`src/rtl/rsf_pkg.sv`:
```
package rsf_pkg;
  typedef enum logic [3:0] {
    S_IDLE, S_PROBE, S_SCAN, S_DRAIN, S_FETCH,
    S_RLO, S_RHI, S_WLO, S_WHI, S_DONE
  } rsf_state_e;
endpackage

```
`src/rtl/rsf_sym_map.sv`:
```
module rsf_sym_map #(
  parameter int NSYM      = 512,
  parameter int BUF_BYTES = 576,
  parameter int IDXW      = 10,
  parameter int AW        = 10
) (
  input  logic [IDXW-1:0] idx1,
  output logic            ok,
  output logic [AW-1:0]   lo_addr,
  output logic [2:0]      bit_off,
  output logic            hi_ok
);
  logic [IDXW-1:0] k;
  logic [AW:0]     lo_ext;

  always_comb begin
    ok      = (idx1 != '0) && (idx1 <= IDXW'(NSYM));
    k       = idx1 - IDXW'(1);
    lo_ext  = (AW+1)'(k) + (AW+1)'(k >> 3);
    lo_addr = lo_ext[AW-1:0];
    bit_off = k[2:0];
    hi_ok   = (lo_ext + (AW+1)'(1)) < (AW+1)'(BUF_BYTES);
  end
endmodule

```
`src/rtl/rsf_patch.sv`:
```
module rsf_patch #(
  parameter int SYM_W = 9
) (
  input  logic [7:0]       lo_in,
  input  logic [7:0]       hi_in,
  input  logic [SYM_W-1:0] mask,
  input  logic [2:0]       off,
  output logic [7:0]       lo_out,
  output logic [7:0]       hi_out
);
  logic [15:0] flip, pair;

  always_comb begin
    flip   = 16'(mask) << off;
    pair   = {hi_in, lo_in} ^ flip;
    lo_out = pair[7:0];
    hi_out = pair[15:8];
  end
endmodule

```
`src/rtl/rsf_ff_detect.sv`:
```
module rsf_ff_detect #(
  parameter int NBYTES = 9
) (
  input  logic [NBYTES*8-1:0] bytes_in,
  output logic                all_ff
);
  logic [NBYTES-1:0] hit;

  for (genvar g = 0; g < NBYTES; g++) begin : g_byte
    assign hit[g] = (bytes_in[g*8 +: 8] == 8'hFF);
  end

  assign all_ff = &hit;
endmodule

```
`src/rtl/rs_sym_fixer.sv`:
```
module rs_sym_fixer
  import rsf_pkg::*;
#(
  parameter int NSYM       = 512,
  parameter int DATA_BYTES = 512,
  parameter int BUF_BYTES  = 576,
  parameter int MAX_ERR    = 4,
  parameter int PAR_BYTES  = 9,
  parameter int SYM_W      = 9,
  localparam int IDXW      = $clog2(NSYM + 1),
  localparam int WORD_W    = IDXW + SYM_W,
  localparam int CW        = $clog2(MAX_ERR + 1),
  localparam int AW        = $clog2(BUF_BYTES),
  localparam int EIW       = $clog2(MAX_ERR)
) (
  input  logic                     clk,
  input  logic                     rst_n,
  input  logic                     start,
  input  logic [CW-1:0]            err_cnt,
  input  logic                     uncorr_in,
  input  logic [MAX_ERR*WORD_W-1:0] err_words,
  input  logic [PAR_BYTES*8-1:0]   par_bytes,
  output logic [AW-1:0]            ram_addr,
  output logic                     ram_rd,
  output logic                     ram_wr,
  output logic [7:0]               ram_wdata,
  input  logic [7:0]               ram_rdata,
  output logic                     done,
  output logic                     erased,
  output logic                     uncorr_out,
  output logic [CW-1:0]            fixed_cnt
);
  localparam logic [AW-1:0] SCAN_LAST = AW'(DATA_BYTES - 1);
  localparam logic [AW-1:0] PROBE_MID = AW'(DATA_BYTES / 2);

  rsf_state_e state_q, state_d;
  logic [CW-1:0] cnt_q, cnt_d, ei_q, ei_d, fixed_q, fixed_d;
  logic          uncorr_q, uncorr_d, erased_q, erased_d, pend_q, pend_d;
  logic [1:0]    probe_q, probe_d;
  logic [AW-1:0] scan_q, scan_d, lo_q, lo_d;
  logic [2:0]    off_q, off_d;
  logic          hiok_q, hiok_d;
  logic [MAX_ERR*WORD_W-1:0] words_q, words_d;
  logic [7:0]    lob_q, lob_d, hib_q, hib_d;

  logic [WORD_W-1:0] cur_word;
  logic [EIW-1:0]    ei_sel;
  logic              par_all_ff, map_ok, map_hiok;
  logic [AW-1:0]     map_lo, probe_addr;
  logic [2:0]        map_off;
  logic [7:0]        p_lo, p_hi, hi_src;

  assign ei_sel   = ei_q[EIW-1:0];
  assign cur_word = words_q[ei_sel*WORD_W +: WORD_W];
  assign hi_src   = hiok_q ? ram_rdata : 8'h00;
  assign probe_addr = (probe_q == 2'd0) ? '0 :
                      (probe_q == 2'd1) ? PROBE_MID : SCAN_LAST;

  rsf_ff_detect #(.NBYTES(PAR_BYTES)) u_par (
    .bytes_in(par_bytes), .all_ff(par_all_ff));

  rsf_sym_map #(.NSYM(NSYM), .BUF_BYTES(BUF_BYTES), .IDXW(IDXW), .AW(AW)) u_map (
    .idx1(cur_word[WORD_W-1:SYM_W]), .ok(map_ok), .lo_addr(map_lo),
    .bit_off(map_off), .hi_ok(map_hiok));

  rsf_patch #(.SYM_W(SYM_W)) u_patch (
    .lo_in(lob_q), .hi_in(hi_src), .mask(cur_word[SYM_W-1:0]), .off(off_q),
    .lo_out(p_lo), .hi_out(p_hi));

  // next-state and RAM port
  always_comb begin
    state_d = state_q;  cnt_d = cnt_q;     ei_d = ei_q;     fixed_d = fixed_q;
    uncorr_d = uncorr_q; erased_d = erased_q; pend_d = 1'b0;
    probe_d = probe_q;  scan_d = scan_q;   lo_d = lo_q;     off_d = off_q;
    hiok_d = hiok_q;    words_d = words_q; lob_d = lob_q;   hib_d = hib_q;
    ram_rd = 1'b0; ram_wr = 1'b0; ram_addr = '0; ram_wdata = '0;
    case (state_q)
      S_IDLE: if (start) begin
        cnt_d    = (err_cnt > CW'(MAX_ERR)) ? CW'(MAX_ERR) : err_cnt;
        words_d  = err_words;
        uncorr_d = uncorr_in;
        erased_d = 1'b0;
        fixed_d  = '0;
        ei_d     = '0;
        probe_d  = '0;
        if (uncorr_in)       state_d = S_DONE;
        else if (par_all_ff) state_d = S_PROBE;
        else                 state_d = S_FETCH;
      end
      S_PROBE, S_SCAN, S_DRAIN: begin
        if (pend_q && ram_rdata != 8'hFF) begin
          state_d = S_FETCH;
        end else if (state_q == S_PROBE) begin
          ram_rd = 1'b1; ram_addr = probe_addr; pend_d = 1'b1;
          if (probe_q == 2'd2) begin
            state_d = S_SCAN; scan_d = '0;
          end else begin
            probe_d = probe_q + 2'd1;
          end
        end else if (state_q == S_SCAN) begin
          ram_rd = 1'b1; ram_addr = scan_q; pend_d = 1'b1;
          if (scan_q == SCAN_LAST) state_d = S_DRAIN;
          else                     scan_d  = scan_q + AW'(1);
        end else begin
          erased_d = 1'b1;
          state_d  = S_DONE;
        end
      end
      S_FETCH: begin
        if (ei_q >= cnt_q) begin
          state_d = S_DONE;
        end else if (!map_ok) begin
          ei_d = ei_q + CW'(1);
        end else begin
          lo_d = map_lo; off_d = map_off; hiok_d = map_hiok;
          state_d = S_RLO;
        end
      end
      S_RLO: begin
        ram_rd = 1'b1; ram_addr = lo_q;
        state_d = S_RHI;
      end
      S_RHI: begin
        lob_d = ram_rdata;
        if (hiok_q) begin
          ram_rd = 1'b1; ram_addr = lo_q + AW'(1);
        end
        state_d = S_WLO;
      end
      S_WLO: begin
        ram_wr = 1'b1; ram_addr = lo_q; ram_wdata = p_lo;
        hib_d = p_hi;
        if (hiok_q) begin
          state_d = S_WHI;
        end else begin
          fixed_d = fixed_q + CW'(1); ei_d = ei_q + CW'(1);
          state_d = S_FETCH;
        end
      end
      S_WHI: begin
        ram_wr = 1'b1; ram_addr = lo_q + AW'(1); ram_wdata = hib_q;
        fixed_d = fixed_q + CW'(1); ei_d = ei_q + CW'(1);
        state_d = S_FETCH;
      end
      S_DONE:  state_d = S_IDLE;
      default: state_d = S_IDLE;
    endcase
  end

  // control registers
  always_ff @(posedge clk or negedge rst_n) begin
    if (!rst_n) begin
      state_q  <= S_IDLE;
      cnt_q    <= '0;
      ei_q     <= '0;
      fixed_q  <= '0;
      uncorr_q <= 1'b0;
      erased_q <= 1'b0;
      pend_q   <= 1'b0;
      probe_q  <= '0;
      scan_q   <= '0;
      lo_q     <= '0;
      off_q    <= '0;
      hiok_q   <= 1'b0;
    end else begin
      state_q  <= state_d;
      cnt_q    <= cnt_d;
      ei_q     <= ei_d;
      fixed_q  <= fixed_d;
      uncorr_q <= uncorr_d;
      erased_q <= erased_d;
      pend_q   <= pend_d;
      probe_q  <= probe_d;
      scan_q   <= scan_d;
      lo_q     <= lo_d;
      off_q    <= off_d;
      hiok_q   <= hiok_d;
    end
  end

  // data registers, no reset
  always_ff @(posedge clk) begin
    if (state_q == S_IDLE && start) words_q <= words_d;
    if (state_q == S_RHI)           lob_q   <= lob_d;
    if (state_q == S_WLO)           hib_q   <= hib_d;
  end

  assign done       = (state_q == S_DONE);
  assign erased     = erased_q;
  assign uncorr_out = uncorr_q;
  assign fixed_cnt  = fixed_q;

  assert_done_single_R9: assert property (@(posedge clk) disable iff (!rst_n)
    done |=> !done);
  assert_uncorr_no_write_R4: assert property (@(posedge clk) disable iff (!rst_n)
    (uncorr_q && state_q != S_IDLE) |-> !ram_wr);
  assert_addr_in_range_R8: assert property (@(posedge clk) disable iff (!rst_n)
    (ram_rd || ram_wr) |-> (ram_addr < AW'(BUF_BYTES)));
  assert_wlo_after_rhi_R7: assert property (@(posedge clk) disable iff (!rst_n)
    (state_q == S_WLO) |-> ($past(state_q) == S_RHI));
  assert_no_rd_wr_clash_R7: assert property (@(posedge clk) disable iff (!rst_n)
    !(ram_rd && ram_wr));
  assert_erased_zero_fix_R5: assert property (@(posedge clk) disable iff (!rst_n)
    (done && erased) |-> (fixed_cnt == '0));
  assert_fix_bound_R3: assert property (@(posedge clk) disable iff (!rst_n)
    done |-> (fixed_cnt <= cnt_q));
  assert_busy_keeps_count_R10: assert property (@(posedge clk) disable iff (!rst_n)
    (state_q != S_IDLE && start) |=> $stable(cnt_q));
endmodule

```
`config.mk`:
```
export PLATFORM = sky130hd
export DESIGN_NAME = rs_sym_fixer
export DESIGN_NICKNAME = d
export VERILOG_FILES = /design/src/rtl/rsf_pkg.sv /design/src/rtl/rsf_sym_map.sv /design/src/rtl/rsf_patch.sv /design/src/rtl/rsf_ff_detect.sv /design/src/rtl/rs_sym_fixer.sv
export SDC_FILE = /design/constraint.sdc
export NUM_CORES = 1
export LEC_CHECK = 0
export BUFFER_PORTS_ARGS = -buffer_cell sky130_fd_sc_hd__buf_2
export CORE_UTILIZATION = 48
export DETAILED_ROUTE_END_ITERATION = 8
export GPL_ROUTABILITY_DRIVEN = 0
export HOLD_SLACK_MARGIN = 0.05
export PLACE_DENSITY_LB_ADDON = 0.2
export SLEW_MARGIN = 0
export SYNTH_ARGS = -nofsm -noshare
export SYNTH_HDL_FRONTEND = slang
export SYNTH_SLANG_ARGS = --single-unit
export TNS_END_PERCENT = 1
```
`constraint.sdc`:
```
create_clock -name clk -period 3.4 [get_ports clk]
set_input_delay 0.34 -clock clk [delete_from_list [all_inputs] [get_ports clk]]
set_output_delay 0.34 -clock clk [all_outputs]
set_load 0.02 [all_outputs]
```
==> reports/metrics.cfg <==
[run_status]
outcome = finished, violations left
violations = negative setup slack

[global_route]
number_of_antenna_violations_at_the_first_check_in_global_routing = 0
gr-usage-met3_pct = 7.20
use_met2_pct = 37.2
grt_use_total_pct = 23.3
grt_pass1_vias = 5554
largest_net_degree_at_the_start_of_global_routing = 55
grt-busiest-layer = met2
groute.layer.met1.usage_pct = 30.4
grt_overflow_total = 0
first_pass_grt_wire_length_mm = 26.8

[clocking]
cts_hold_buf = 0
cts.path.max_buffers = 2
cts.sink_count = 134
worst_setup_hold_path_clk_slew_ns = 0.06
clock-root-buffer = sky130_fd_sc_hd__clkbuf_16
cts_tree = built
htree_levels = 4
clock_insertion_delay_worst_skew_ns = 0.41
number_of_buffers_added_by_the_clock_tree_synthesis_step = 17

[timing]
slew_at_the_pin_with_the_worst_max_slew_slack_ns = 0.993
rsz_0062_raised_after_global_routing = true
max_slew_violation_total_from_the_final_report = 0
timing.slew.headroom_pct = 33.8
setup_viol = 1
fin_crit_ns = 3.47
clock_skew_ns = 0.00854
setup_ws_ns = -0.0738
min_period_over_period_pct = 102
hold_viol = 0
setup_tns_ns = -0.0738
clock.fmax_ghz = 0.288

[logic_synthesis]
synth_flop_cell = sky130_fd_sc_hd__edfxtp_1
avgSynthCellArea_um2 = 11.5
post_synth_cell_types = 61
syn-num-nets = 794
postSynth.asyncResetShare_pct = 31.3
number_of_warnings_reported_in_the_yosys_synthesis_log = 0
synth_largest_area_cell = sky130_fd_sc_hd__edfxtp_1
portion_of_the_post_synthesis_area_used_by_sequential_elements_pct = 54.1
synth.top_cell.area_share_pct = 39.2
netlist_instances = 612
synth_register_bits = 134
synth.cell_area_mm2 = 0.00704
post_synth_main_area_contributors = sky130_fd_sc_hd__edfxtp_1 (39%), sky130_fd_sc_hd__dfrtp_1 (15%), sky130_fd_sc_hd__mux4_2 (4.8%)
number_of_synthesized_flops_with_an_enable_pin = 92

[place]
dpl_worst_slack_ns = -0.0661
placed_cell_area_mm2 = 0.00835
placed_cells = 987
hpwl_mm = 12.5
portBuffers = 188

[worst_setup_path]
crit-reg2reg-launch = ei_q[0]$_DFFE_PN0P_
timing.critical_path.from_type = flop
cp_slowest_stage_delay_ns = 0.53
timing.critical_path.cells = buf_12, mux4_2, buf_6, nor3_4, xor2_1, ha_2, inv_2, fa_2, nor2b_2, o21a_1, o21ai_1, nand2b_1, nand3_2, a21oi_2, xor2_2, mux2_4
arrival_time_of_the_worst_setup_path_ns = 3.76
timing.critical_path.max_delay_family = multiplexers
critical_path.max_fanout = 6
crit_type = reg -> reg
cp.required_ns = 3.69
critical-path-slowest-cell = sky130_fd_sc_hd__mux4_2
crit_start = ei_q[0]$_DFFE_PN0P_
cp_num_buf_inv = 3
endpoint_kind = flop

[drt]
drtPass1Iterations = 5
dr.first_iter.drc_count = 357
drt-vias-per-instance = 5.50
vias = 5671
post-route-drc-count = 0
totalWireLength_mm = 16.8
drtAntennaViolNets = 0
detail_route.wl_per_cell_um = 16.3

[floorplanning]
start_util_pct = 50.0
design.core.area_mm2 = 0.0141
ios = 189
dieWidth_um = 123
rows = 43
die_area_mm2 = 0.0152
die_height_um = 123

[finish]
diodes = 0
areaGrowthSynthToFinish_pct = 29.6
finish.cell_count_without_fillers = 1031
final_standard_cell_area_without_fillers_mm2 = 0.00913
fill_cells = 1101
drive_above_1_share_pct = 37.4
nets = 1020

[worst_hold_path]
min_path_type = in -> async

[power]
worst_ir_drop_vdd_uv = 530
power.density_mw_per_mm2 = 891
power.leakage_nw = 3.77

[run]
max-cap-violations = 0

sequential cells by signal, summed over array words and instances, names as in the netlist:
register,cells
hib_q,8
cnt_q,3
lo_q,10
fixed_cnt,3
ei_q,3
erased,1
state_q,4
hiok_q,1
scan_q,10
uncorr_out,1
off_q,3
pend_q,1
lob_q,8
probe_q,2
words_q,76
stage by stage:
step	hold WS, ns	util (%)	power, mW
after floorplan	0.0444	-	4.92
after global placement	0.465	59.2	5.80
after detailed placement	0.462	59.2	5.92
after CTS	0.0798	63.5	7.77
after global routing	0.0765	64.8	8.68
final	0.0975	64.8	8.13
cells in the final DEF, fill, tap and decap left out, types with 6 or more instances in the layout:
cell type and instances:
sky130_fd_sc_hd__buf_2 188, sky130_fd_sc_hd__edfxtp_1 92, sky130_fd_sc_hd__nand2_1 87, sky130_fd_sc_hd__o21ai_0 55
sky130_fd_sc_hd__dfrtp_1 42, sky130_fd_sc_hd__buf_4 34, sky130_fd_sc_hd__a21oi_1 31, sky130_fd_sc_hd__nor2_1 26
sky130_fd_sc_hd__nand4_1 25, sky130_fd_sc_hd__nand3_1 20, sky130_fd_sc_hd__xnor2_1 20, sky130_fd_sc_hd__mux4_2 18
sky130_fd_sc_hd__clkbuf_16 17, sky130_fd_sc_hd__xor2_1 15, sky130_fd_sc_hd__inv_1 15, sky130_fd_sc_hd__ha_1 14
sky130_fd_sc_hd__mux2i_1 9, sky130_fd_sc_hd__nand2b_1 8, sky130_fd_sc_hd__nor3b_1 7, sky130_fd_sc_hd__nor3_1 7
sky130_fd_sc_hd__inv_2 6, sky130_fd_sc_hd__mux2_2 6
synth_stat cells, drive strengths merged, types with 9 or more instances:
cell type,number
nand2,88
dfrtp,42
nor2,28
mux4,19
edfxtp,92
a21oi,34
mux2i,9
nand3,21
ha,18
nand4,26
inv,21
xnor2,23
nor3,10
xor2,17
clkbuf,13
o21ai,61
kinds of logic (layout without fill, tap and decap cells):
| family | after synthesis | count (layout) | synth area share (%) |
|---|---|---|---|
| muxes | 35 | 35 | 8.69 |
| and+or+nand+nor | 218 | 218 | 15.5 |
| xor gates and xnor gates | 40 | 40 | 5.45 |
| AOI/OAI and AO/OA | 124 | 124 | 10.1 |
| adders and majority gates | 19 | 19 | 3.48 |
| DFF | 134 | 134 | 54.1 |
| buffers and inverters | 42 | 281 | 2.66 |
metal layers:
| metal | up-vias | share of wire [%] |
|---|---|---|
| met2 | 216 | 48 |
| met5 | - | 0 |
| met3 | 25 | 7.1 |
| met1 | 2695 | 43 |
| li1 | 2735 | - |
| met4 | 0 | 1.8 |
worst paths after layout:
| kind | endpoint | slack, ns | cells past startpoint |
|---|---|---|---|
| worst min-delay path | state_q[3]$_DFFE_PN0P_ | 0.1 | 1 |
| worst min register to register | uncorr_out$_DFFE_PN0P_ | 0.47 | 2 |
| worst max-delay path | lo_q[8]$_DFFE_PN0P_ | -0.07 | 16 |
| worst max register to register | lo_q[8]$_DFFE_PN0P_ | -0.07 | 16 |
| max in group asynchronous | hiok_q$_DFFE_PN0P_ | 2.69 | 1 |
| min in group clk | words_q[7]$_DFFE_PP_ | 0.10 | 1 |
repair_timing:
action / CTS / global route
resized for setup: 10 / 25
endpoints found under the setup margin: 4 / 10
gates cloned: 0 / 0
pin swaps: 1 / 14
buffers inserted: 3 / 9
power breakdown:
| group | total [mW] | switching, mW | internal [mW] |
|---|---|---|---|
| Clock | 1.72 | 0.701 | 1.02 |
| Sequential | 2.51 | 0.313 | 2.20 |
| Combinational | 3.90 | 2.12 | 1.78 |
layout make-up:
cell class / instances / area, um2 / share of cell area [%]
Multi-Input combinational cell: 436 / 3190 / 34.9
Clock buffer: 19 / 433 / 4.74
Sequential cell: 134 / 3810 / 41.8
Timing Repair Buffer: 226 / 1260 / 13.8
Clock inverter: 13 / 123 / 1.34
Tap cell: 180 / 225 / 2.47
Inverter: 23 / 87.6 / 0.959
Power figures use the tool's default switching activity.
